## src/rtl/txrc_pkg.sv

```systemverilog
package txrc_pkg;

  // State codes are visible on the state_code port.
  typedef enum logic [4:0] {
    ST_SLEEP   = 5'd0,
    ST_IDLE    = 5'd1,
    ST_XOFF    = 5'd2,
    ST_MANCAL  = 5'd4,
    ST_WAKE    = 5'd6,
    ST_CALPRE  = 5'd8,
    ST_SETTLE  = 5'd9,
    ST_CALPOST = 5'd12,
    ST_SYNTH   = 5'd18,
    ST_TX      = 5'd19,
    ST_UFLOW   = 5'd22
  } rstate_e;

  typedef enum logic [2:0] {
    CMD_RESET = 3'd0,
    CMD_IDLE  = 3'd1,
    CMD_TX    = 3'd2,
    CMD_SYNTH = 3'd3,
    CMD_CAL   = 3'd4,
    CMD_XOFF  = 3'd5,
    CMD_PWDN  = 3'd6,
    CMD_FLUSH = 3'd7
  } cmd_e;

  localparam logic [1:0] AC_NEVER  = 2'b00;
  localparam logic [1:0] AC_START  = 2'b01;
  localparam logic [1:0] AC_RETURN = 2'b10;
  localparam logic [1:0] AC_EVERYN = 2'b11;

  localparam logic [1:0] PP_IDLE  = 2'b00;
  localparam logic [1:0] PP_SYNTH = 2'b01;
  localparam logic [1:0] PP_TX    = 2'b10;

endpackage

```

## src/rtl/txrc_timer.sv

```systemverilog
module txrc_timer #(
  parameter int W = 15
) (
  input  logic         clk,
  input  logic         rst_n,
  input  logic         load,
  input  logic [W-1:0] load_val,
  output logic         expired
);

  logic [W-1:0] cnt;
  logic         cnt_en;

  assign cnt_en  = load | (cnt != '0);
  assign expired = (cnt == '0);

  always_ff @(posedge clk or negedge rst_n) begin
    if (!rst_n) begin
      cnt <= '0;
    end else if (cnt_en) begin
      cnt <= load ? load_val : (cnt - 1'b1);
    end
  end


  timer_load_chk: assert property (@(posedge clk) disable iff (!rst_n)
    load |=> (cnt == $past(load_val)));

endmodule

```

## src/rtl/txrc_calpol.sv

```systemverilog
module txrc_calpol #(
  parameter int RET_MOD = 4
) (
  input  logic       clk,
  input  logic       rst_n,
  input  logic [1:0] policy,
  input  logic       clr,
  input  logic       ret_evt,
  output logic       cal_on_start,
  output logic       cal_on_return
);
  import txrc_pkg::*;

  localparam int CW = (RET_MOD > 1) ? $clog2(RET_MOD) : 1;
  localparam logic [CW-1:0] LAST = CW'(RET_MOD - 1);

  logic [CW-1:0] cnt;
  logic          cnt_en;
  logic          at_last;

  assign at_last       = (cnt == LAST);
  assign cnt_en        = clr | (ret_evt & (policy == AC_EVERYN));
  assign cal_on_start  = (policy == AC_START);
  assign cal_on_return = (policy == AC_RETURN) | ((policy == AC_EVERYN) & at_last);

  always_ff @(posedge clk or negedge rst_n) begin
    if (!rst_n) begin
      cnt <= '0;
    end else if (cnt_en) begin
      if (clr || at_last) cnt <= '0;
      else                cnt <= cnt + 1'b1;
    end
  end


  count_stable_chk: assert property (@(posedge clk) disable iff (!rst_n)
    (!clr && !ret_evt) |=> $stable(cnt));

endmodule

```

## src/rtl/txrc_xosc.sv

```systemverilog
module txrc_xosc #(
  parameter int STABLE_CYC = 1000
) (
  input  logic clk,
  input  logic rst_n,
  input  logic osc_off,
  output logic ready_n
);

  localparam int XW = $clog2(STABLE_CYC + 1);
  localparam logic [XW-1:0] START = XW'(STABLE_CYC - 1);

  logic [XW-1:0] cnt;
  logic          ok;
  logic          en;

  assign en      = osc_off | ~ok;
  assign ready_n = ~ok;

  always_ff @(posedge clk or negedge rst_n) begin
    if (!rst_n) begin
      cnt <= START;
      ok  <= 1'b0;
    end else if (en) begin
      if (osc_off) begin
        cnt <= START;
        ok  <= 1'b0;
      end else if (cnt == '0) begin
        ok  <= 1'b1;
      end else begin
        cnt <= cnt - 1'b1;
      end
    end
  end


  ready_clear_chk: assert property (@(posedge clk) disable iff (!rst_n)
    osc_off |=> ready_n);

endmodule

```

## src/rtl/tx_radio_ctrl.sv

```systemverilog
module tx_radio_ctrl #(
  parameter int WAKE_CYC        = 1149,
  parameter int SETTLE_CYC      = 1149,
  parameter int CAL_CYC         = 18739,
  parameter int XOSC_STABLE_CYC = 1000,
  parameter int RET_MOD         = 4
) (
  input  logic       clk,
  input  logic       rst_n,
  input  logic       strobe_vld,
  input  logic [2:0] strobe_cmd,
  input  logic       csn,
  input  logic       pkt_done,
  input  logic       fifo_underflow,
  input  logic [1:0] autocal_sel,
  input  logic [1:0] txoff_sel,
  output logic [4:0] state_code,
  output logic       xosc_en,
  output logic       synth_en,
  output logic       pa_en,
  output logic       ready_n
);
  import txrc_pkg::*;

  localparam int MAX_WS = (WAKE_CYC > SETTLE_CYC) ? WAKE_CYC : SETTLE_CYC;
  localparam int MAXD   = (MAX_WS > CAL_CYC) ? MAX_WS : CAL_CYC;
  localparam int CNT_W  = $clog2(MAXD + 1);
  localparam logic [CNT_W-1:0] D_WAKE   = CNT_W'(WAKE_CYC - 1);
  localparam logic [CNT_W-1:0] D_SETTLE = CNT_W'(SETTLE_CYC - 1);
  localparam logic [CNT_W-1:0] D_CAL    = CNT_W'(CAL_CYC - 1);

  rstate_e state, state_n;
  logic    tgt_tx, tgt_tx_n;
  logic    pend, pend_n;
  logic    csn_q;
  logic    csn_fall;
  logic    st_en;
  logic    ret_evt;
  logic    clr_cnt;
  logic    tmr_load;
  logic [CNT_W-1:0] tmr_val;
  logic    tmr_done;
  logic    cal_on_start, cal_on_return;
  logic    s_reset, s_idle, s_tx, s_synth, s_cal, s_xoff, s_pwdn, s_flush;

  assign s_reset = strobe_vld & (strobe_cmd == CMD_RESET);
  assign s_idle  = strobe_vld & (strobe_cmd == CMD_IDLE);
  assign s_tx    = strobe_vld & (strobe_cmd == CMD_TX);
  assign s_synth = strobe_vld & (strobe_cmd == CMD_SYNTH);
  assign s_cal   = strobe_vld & (strobe_cmd == CMD_CAL);
  assign s_xoff  = strobe_vld & (strobe_cmd == CMD_XOFF);
  assign s_pwdn  = strobe_vld & (strobe_cmd == CMD_PWDN);
  assign s_flush = strobe_vld & (strobe_cmd == CMD_FLUSH);

  assign csn_fall = csn_q & ~csn;
  assign clr_cnt  = s_reset;

  // Next-state logic
  always_comb begin
    state_n  = state;
    tgt_tx_n = tgt_tx;
    pend_n   = pend;
    ret_evt  = 1'b0;
    if (s_reset || s_idle) begin
      state_n = ST_IDLE;
      pend_n  = 1'b0;
    end else begin
      unique case (state)
        ST_SLEEP, ST_XOFF: begin
          if (csn_fall) state_n = ST_IDLE;
        end
        ST_IDLE: begin
          if (s_tx) begin
            state_n  = ST_WAKE;
            tgt_tx_n = 1'b1;
          end else if (s_synth) begin
            state_n  = ST_WAKE;
            tgt_tx_n = 1'b0;
          end else if (s_cal) begin
            state_n = ST_MANCAL;
          end else if (s_xoff) begin
            state_n = ST_XOFF;
          end else if (s_pwdn) begin
            pend_n = 1'b1;
          end else if (pend && csn) begin
            state_n = ST_SLEEP;
          end
        end
        ST_WAKE: begin
          if (tmr_done) state_n = cal_on_start ? ST_CALPRE : ST_SETTLE;
        end
        ST_CALPRE: begin
          if (tmr_done) state_n = ST_SETTLE;
        end
        ST_SETTLE: begin
          if (tmr_done) state_n = tgt_tx ? ST_TX : ST_SYNTH;
        end
        ST_SYNTH: begin
          if (s_tx) state_n = ST_TX;
        end
        ST_TX: begin
          if (fifo_underflow) begin
            state_n = ST_UFLOW;
          end else if (pkt_done) begin
            if (txoff_sel == PP_SYNTH) begin
              state_n = ST_SYNTH;
            end else if (txoff_sel == PP_TX) begin
              state_n = ST_TX;
            end else begin
              ret_evt = 1'b1;
              state_n = cal_on_return ? ST_CALPOST : ST_IDLE;
            end
          end
        end
        ST_CALPOST, ST_MANCAL: begin
          if (tmr_done) state_n = ST_IDLE;
        end
        ST_UFLOW: begin
          if (s_flush) state_n = ST_IDLE;
        end
        default: state_n = ST_IDLE;
      endcase
      if (state_n != ST_IDLE) pend_n = 1'b0;
    end
  end

  // Timer load on entry into a timed state
  always_comb begin
    tmr_load = 1'b0;
    tmr_val  = '0;
    if (state_n != state) begin
      unique case (state_n)
        ST_WAKE: begin
          tmr_load = 1'b1;
          tmr_val  = D_WAKE;
        end
        ST_SETTLE: begin
          tmr_load = 1'b1;
          tmr_val  = D_SETTLE;
        end
        ST_CALPRE, ST_CALPOST, ST_MANCAL: begin
          tmr_load = 1'b1;
          tmr_val  = D_CAL;
        end
        default: ;
      endcase
    end
  end

  assign st_en = (state_n != state) | (tgt_tx_n != tgt_tx) | (pend_n != pend);

  // Registers
  always_ff @(posedge clk or negedge rst_n) begin
    if (!rst_n) begin
      state  <= ST_IDLE;
      tgt_tx <= 1'b0;
      pend   <= 1'b0;
    end else if (st_en) begin
      state  <= state_n;
      tgt_tx <= tgt_tx_n;
      pend   <= pend_n;
    end
  end

  always_ff @(posedge clk or negedge rst_n) begin
    if (!rst_n) csn_q <= 1'b1;
    else        csn_q <= csn;
  end

  txrc_timer #(.W(CNT_W)) u_timer (
    .clk      (clk),
    .rst_n    (rst_n),
    .load     (tmr_load),
    .load_val (tmr_val),
    .expired  (tmr_done)
  );

  txrc_calpol #(.RET_MOD(RET_MOD)) u_calpol (
    .clk           (clk),
    .rst_n         (rst_n),
    .policy        (autocal_sel),
    .clr           (clr_cnt),
    .ret_evt       (ret_evt),
    .cal_on_start  (cal_on_start),
    .cal_on_return (cal_on_return)
  );

  txrc_xosc #(.STABLE_CYC(XOSC_STABLE_CYC)) u_xosc (
    .clk     (clk),
    .rst_n   (rst_n),
    .osc_off (~xosc_en),
    .ready_n (ready_n)
  );

  assign state_code = state;
  assign xosc_en    = (state != ST_SLEEP) && (state != ST_XOFF);
  assign pa_en      = (state == ST_TX);
  assign synth_en   = (state == ST_WAKE) || (state == ST_CALPRE) || (state == ST_SETTLE) ||
                      (state == ST_SYNTH) || (state == ST_TX);


  idle_strobe_chk: assert property (@(posedge clk) disable iff (!rst_n)
    s_idle |=> (state_code == 5'd1));


  underflow_hold_chk: assert property (@(posedge clk) disable iff (!rst_n)
    (state == ST_UFLOW && !s_flush && !s_idle && !s_reset) |=> (state_code == 5'd22));


  xoff_entry_chk: assert property (@(posedge clk) disable iff (!rst_n)
    (s_xoff && state != ST_IDLE && state != ST_XOFF) |=> (state_code != 5'd2));


  post_pkt_chk: assert property (@(posedge clk) disable iff (!rst_n)
    (state == ST_TX && pkt_done && !fifo_underflow && !strobe_vld && txoff_sel == PP_SYNTH)
      |=> (state_code == 5'd18));


  sleep_entry_chk: assert property (@(posedge clk) disable iff (!rst_n)
    (state == ST_IDLE && pend && csn && !strobe_vld) |=> (state_code == 5'd0));

endmodule

```

## config.mk

```make
export PLATFORM = sky130hd
export DESIGN_NAME = tx_radio_ctrl
export DESIGN_NICKNAME = d
export VERILOG_FILES = /design/src/rtl/txrc_pkg.sv /design/src/rtl/txrc_timer.sv /design/src/rtl/txrc_calpol.sv /design/src/rtl/txrc_xosc.sv /design/src/rtl/tx_radio_ctrl.sv
export SDC_FILE = /design/constraint.sdc
export NUM_CORES = 1
export LEC_CHECK = 0
export CAP_MARGIN = 0
export CORE_MARGIN = 2
export CORE_UTILIZATION = 50
export DETAILED_ROUTE_END_ITERATION = 8
export PLACE_DENSITY_LB_ADDON = 0.08
export SLEW_MARGIN = 20
export SYNTH_ARGS = -nofsm -noshare
export SYNTH_HDL_FRONTEND = slang
export SYNTH_SLANG_ARGS = --single-unit
```

## constraint.sdc

```tcl
create_clock -name clk -period 3.7 [get_ports clk]
set_input_delay 0.555 -clock clk [delete_from_list [all_inputs] [get_ports clk]]
set_output_delay 0.555 -clock clk [all_outputs]
set_load 0.02 [all_outputs]
```

==> summary by stage <==
Floorplanning
The floorplan has 26 rows. From left edge to right edge, the die measures 77.49 um. The die covers 6004 sq um. The initial cell density of the core is 52.20%. The number of placed I/O pins is 22.

The die span in y is 77.49 um. The area of the core is 5172 sq um.

Critical path
The cell type group with the largest total delay on the critical path is buffers and inverters. STA classifies the critical path startpoint as a flip-flop. Measured in cells, the most critical reg-to-reg path has a length of 10.

The category of the worst setup path capture point is a primary output. In this run the worst setup path terminates at xosc_en. The largest single stage delay on the critical path is 0.63 ns.

The signal on the critical path passes through or2_1 > nor3_1 > clkinv_1 > clkdlybuf4s50_1. The data required time of the critical path is 3.14 ns. Along the worst path, the maximum fanout reaches 16.

The capture instance of the worst register-to-register path is u_timer.cnt[4]. The worst path arrival time is 2.64 ns. The setup path with the least slack is of type reg2out.

The master of the slowest instance on the critical path is clkdlybuf4s50_1. The worst register-to-register path begins at u_timer.cnt[0]. In this run the number of cells on the critical path is 4. The worst register-to-register path has a setup slack of 0.71 ns. The launching element of the worst setup path is state_code[3]. Together, buffers and inverters on the worst path number 2.

Route
For this block, the initial DRC count from the detailed router was 258. The number of design rule violations left after detail routing is 0. The wire length on met1 is 2.862 mm. Before antenna repair, the detailed router went through 5 iterations. The post-detailed-route count of antenna-violating nets is 0. The detailed-routed wire length on met3 is 464 um. The average via count per standard cell is 6.074. Dividing the detail-routed wire length by the instance count gives 15.40 um. Detailed routing inserted a total of 2,460 vias. After detailed routing, the met2 layer carries 2.863 mm of wire. The top routing layer in use is met4. The routed design has 6.235 mm of wire.

Run
Across the run, the number of max-cap violations was 0.

Placement
The worst slack after detailed placement is 0.3422 ns. The count of input and output buffers is 21. The half-perimeter wire length after placement is 4.682 mm. At the end of routability-driven placement, the weighted congestion stood at 0.8987.

Clock network
The setup fix buffers added after clock tree synthesis is 0. The CTS tree is built. In this run the clock root is driven by a clkbuf_8. The maximum level of the CTS H-tree is 2. TritonCTS created 5 clock buffers. The clock input transition at the sequential cells of the worst setup and hold paths is 0.06 ns. Clock tree synthesis found a total of 36 sinks.

The number of gates resized after CTS was 0. After clock tree synthesis, the flow added hold-fix buffers numbering 0. The clock tree buffer depth is 2. Clock latency on the worst-skew pair, taken at its later pin, is 0.28 ns.

Layout
The total inserted antenna cells is 0. Counting the fill cells in the layout gives 444. The layout cell share with drive strength beyond 1 is 13.13%. Compared with the post-synthesis result, the final layout area differs by 12.37%.

The net count of the finished layout is 352.

Worst hold path
The min-delay analysis places its worst path in the category in2async.

GRT
The number of antenna violations at the first check in global routing is 0. The number of global-route vias before repair is 2,177. The first-pass GRT wire length is 10.57 mm. Global routing used 21.62% of the available tracks.

After global routing the overflow that remains totals 0. Entering global routing, the biggest net connects 37 pins.

Timing
After routing, the total negative slack on setup checks comes to 0 ns. The maximum frequency from static timing analysis is 312.9 MHz. The final cycle utilization of the critical path is 86.38%. The final-report max-slew violation count is 0. The number of hold-slack violations in the final timing report is 0. The tightest slew margin relative to the limit is 46.14%.

At the pin with the least slew margin, the transition time is 0.7967 ns. Setup repair after global routing left no endpoint under its margin. Counting I/O delays and the setup requirement, the final critical path takes 3.196 ns.

The final number of setup-violating endpoints is 0. Once routing completed, OpenROAD measured the worst setup slack at 0.5038 ns. For the final database, setup skew stands at 0.005373 ns.

Outcome
The flow ran to the end, and the final reports show no timing, DRC or antenna violations.

Yosys
The synthesized netlist contains 81 unique library cells. In the post-synthesis netlist, the biggest area contributors are dfrtp_1 24%, dfstp_2 9.7%, a21oi_1 4.4%. The library cell occupying the most area in the post-synthesis netlist is dfrtp_1. The number of enable-type register cells in the synthesized netlist is 0. The area fraction of the dominant cell type after synthesis is 24.10%. Counting flops and latches in the post-synthesis netlist gives 36. In the synthesized netlist the dominant register cell turns out to be dfrtp_1. The post-synthesis net count is 335. The post-synthesis cell count is 317. The commonest cells after synthesis are 30 x nand2_1, 30 x nor2_1, 26 x dfrtp_1. The number of warning messages in the yosys log is 0. After synthesis, the share of flip-flops with an asynchronous set or reset is 100.0%. Summing every instance area after synthesis gives 2700 sq um. The share of the Yosys chip area taken by registers is 33.83%. The per-instance average area after synthesis is 8.518 sq um.

Pwr
The ratio of total power to cell area is 616.3 nW/um^2. The analysis attributes to cell leakage a power of 1.188 nW. The maximum vdd ir drop is 0.3928 mV.
## state kept, by name (all words and copies together) (netlist names)
signal	count
csn_q	1
pend	1
state_code	5
tgt_tx	1
u_calpol.cnt	2
u_timer.cnt	15
u_xosc.cnt	10
u_xosc.ok	1
## power by group
part / internal (mW) / switching (mW)
logic: 0.395 / 0.478
registers: 0.527 / 0.189
clock network: 0.152 / 0.128
## how the worst min path moves through the flow
| stage | endpoint | start | slack [ns] |
|---|---|---|---|
| final | tgt_tx | rst_n | 0.35 |
| after global routing | tgt_tx | rst_n | 0.42 |
| after CTS | tgt_tx | rst_n | 0.38 |
| after detailed placement | u_xosc.cnt[1] | u_xosc.cnt[1] | 0.52 |
| after global placement | tgt_tx | tgt_tx | 0.52 |
| after floorplan | pend | rst_n | 0.26 |
## cells by family after synthesis
kind of cell	count (synthesis)	synth area share (%)
AOI/OAI and AO/OA	89	22.89
xor gates and xnor gates	14	4.541
adders and majority gates	5	2.317
buffers and inverters	27	4.309
DFF	36	33.83
muxes	2	0.7415
and+or+nand+nor	144	31.37
## worst reg2reg max path, cell delays in order (launching register included)
cell and delay (ns):
dfrtp_1 0.38, inv_1 0.09, ha_1 0.20, nor4b_2 0.37
nand4_2 0.27, a22oi_1 0.31, a21oi_1 0.17, o211a_1 0.26
o21ai_4 0.24, nand2_1 0.23, a221o_1 0.36
## layer usage
metal  track usage [%]  vias up
li1                  -     1191
met1             31.86     1153
met2             33.74      107
met3             4.070        9
met4             3.214        0
met5                 0        -
## area by class of cell
type,instances,area (sq um),area share [%]
repair buffers,23,220.2,7.258
multi-input cells,254,1670,55.05
inverters,14,52.55,1.732
flip-flops and latches,36,913.4,30.10
well taps,70,87.58,2.887
clock buffers,8,90.09,2.969
## metrics by stage
step | power (mW) | std cells | hold WS [ns] | cell area (sq um) | utilization (%)
5_1_grt | 2.029 | 405 | 0.4178 | 3034 | 58.66
3_3_place_gp | 1.590 | 397 | 0.5169 | 2944 | 56.92
4_1_cts | 1.875 | 405 | 0.3796 | 3034 | 58.66
6_report | 1.870 | 405 | 0.3529 | 3034 | 58.66
3_5_place_dp | 1.585 | 397 | 0.5208 | 2944 | 56.92
2_1_floorplan | 1.363 | 317 | 0.2594 | 2700 | -
## layout by cell type (no fill, tap or decap), drive strengths merged, types with 4 or more instances in the layout
| master | instances |
|---|---|
| dfrtp | 26 |
| xnor2 | 11 |
| clkbuf | 8 |
| nor2 | 31 |
| dfstp | 10 |
| nand2b | 8 |
| clkdlybuf4s50 | 20 |
| a21oi | 25 |
| o21ai | 18 |
| nor4 | 8 |
| o211ai | 7 |
| nor3 | 11 |
| ha | 5 |
| and2 | 7 |
| or2 | 6 |
| nand3 | 8 |
| inv | 13 |
| nand2 | 30 |
| o22ai | 5 |
| nand4 | 4 |
| or3 | 7 |
No activity file was read; power rests on OpenSTA's default activity.
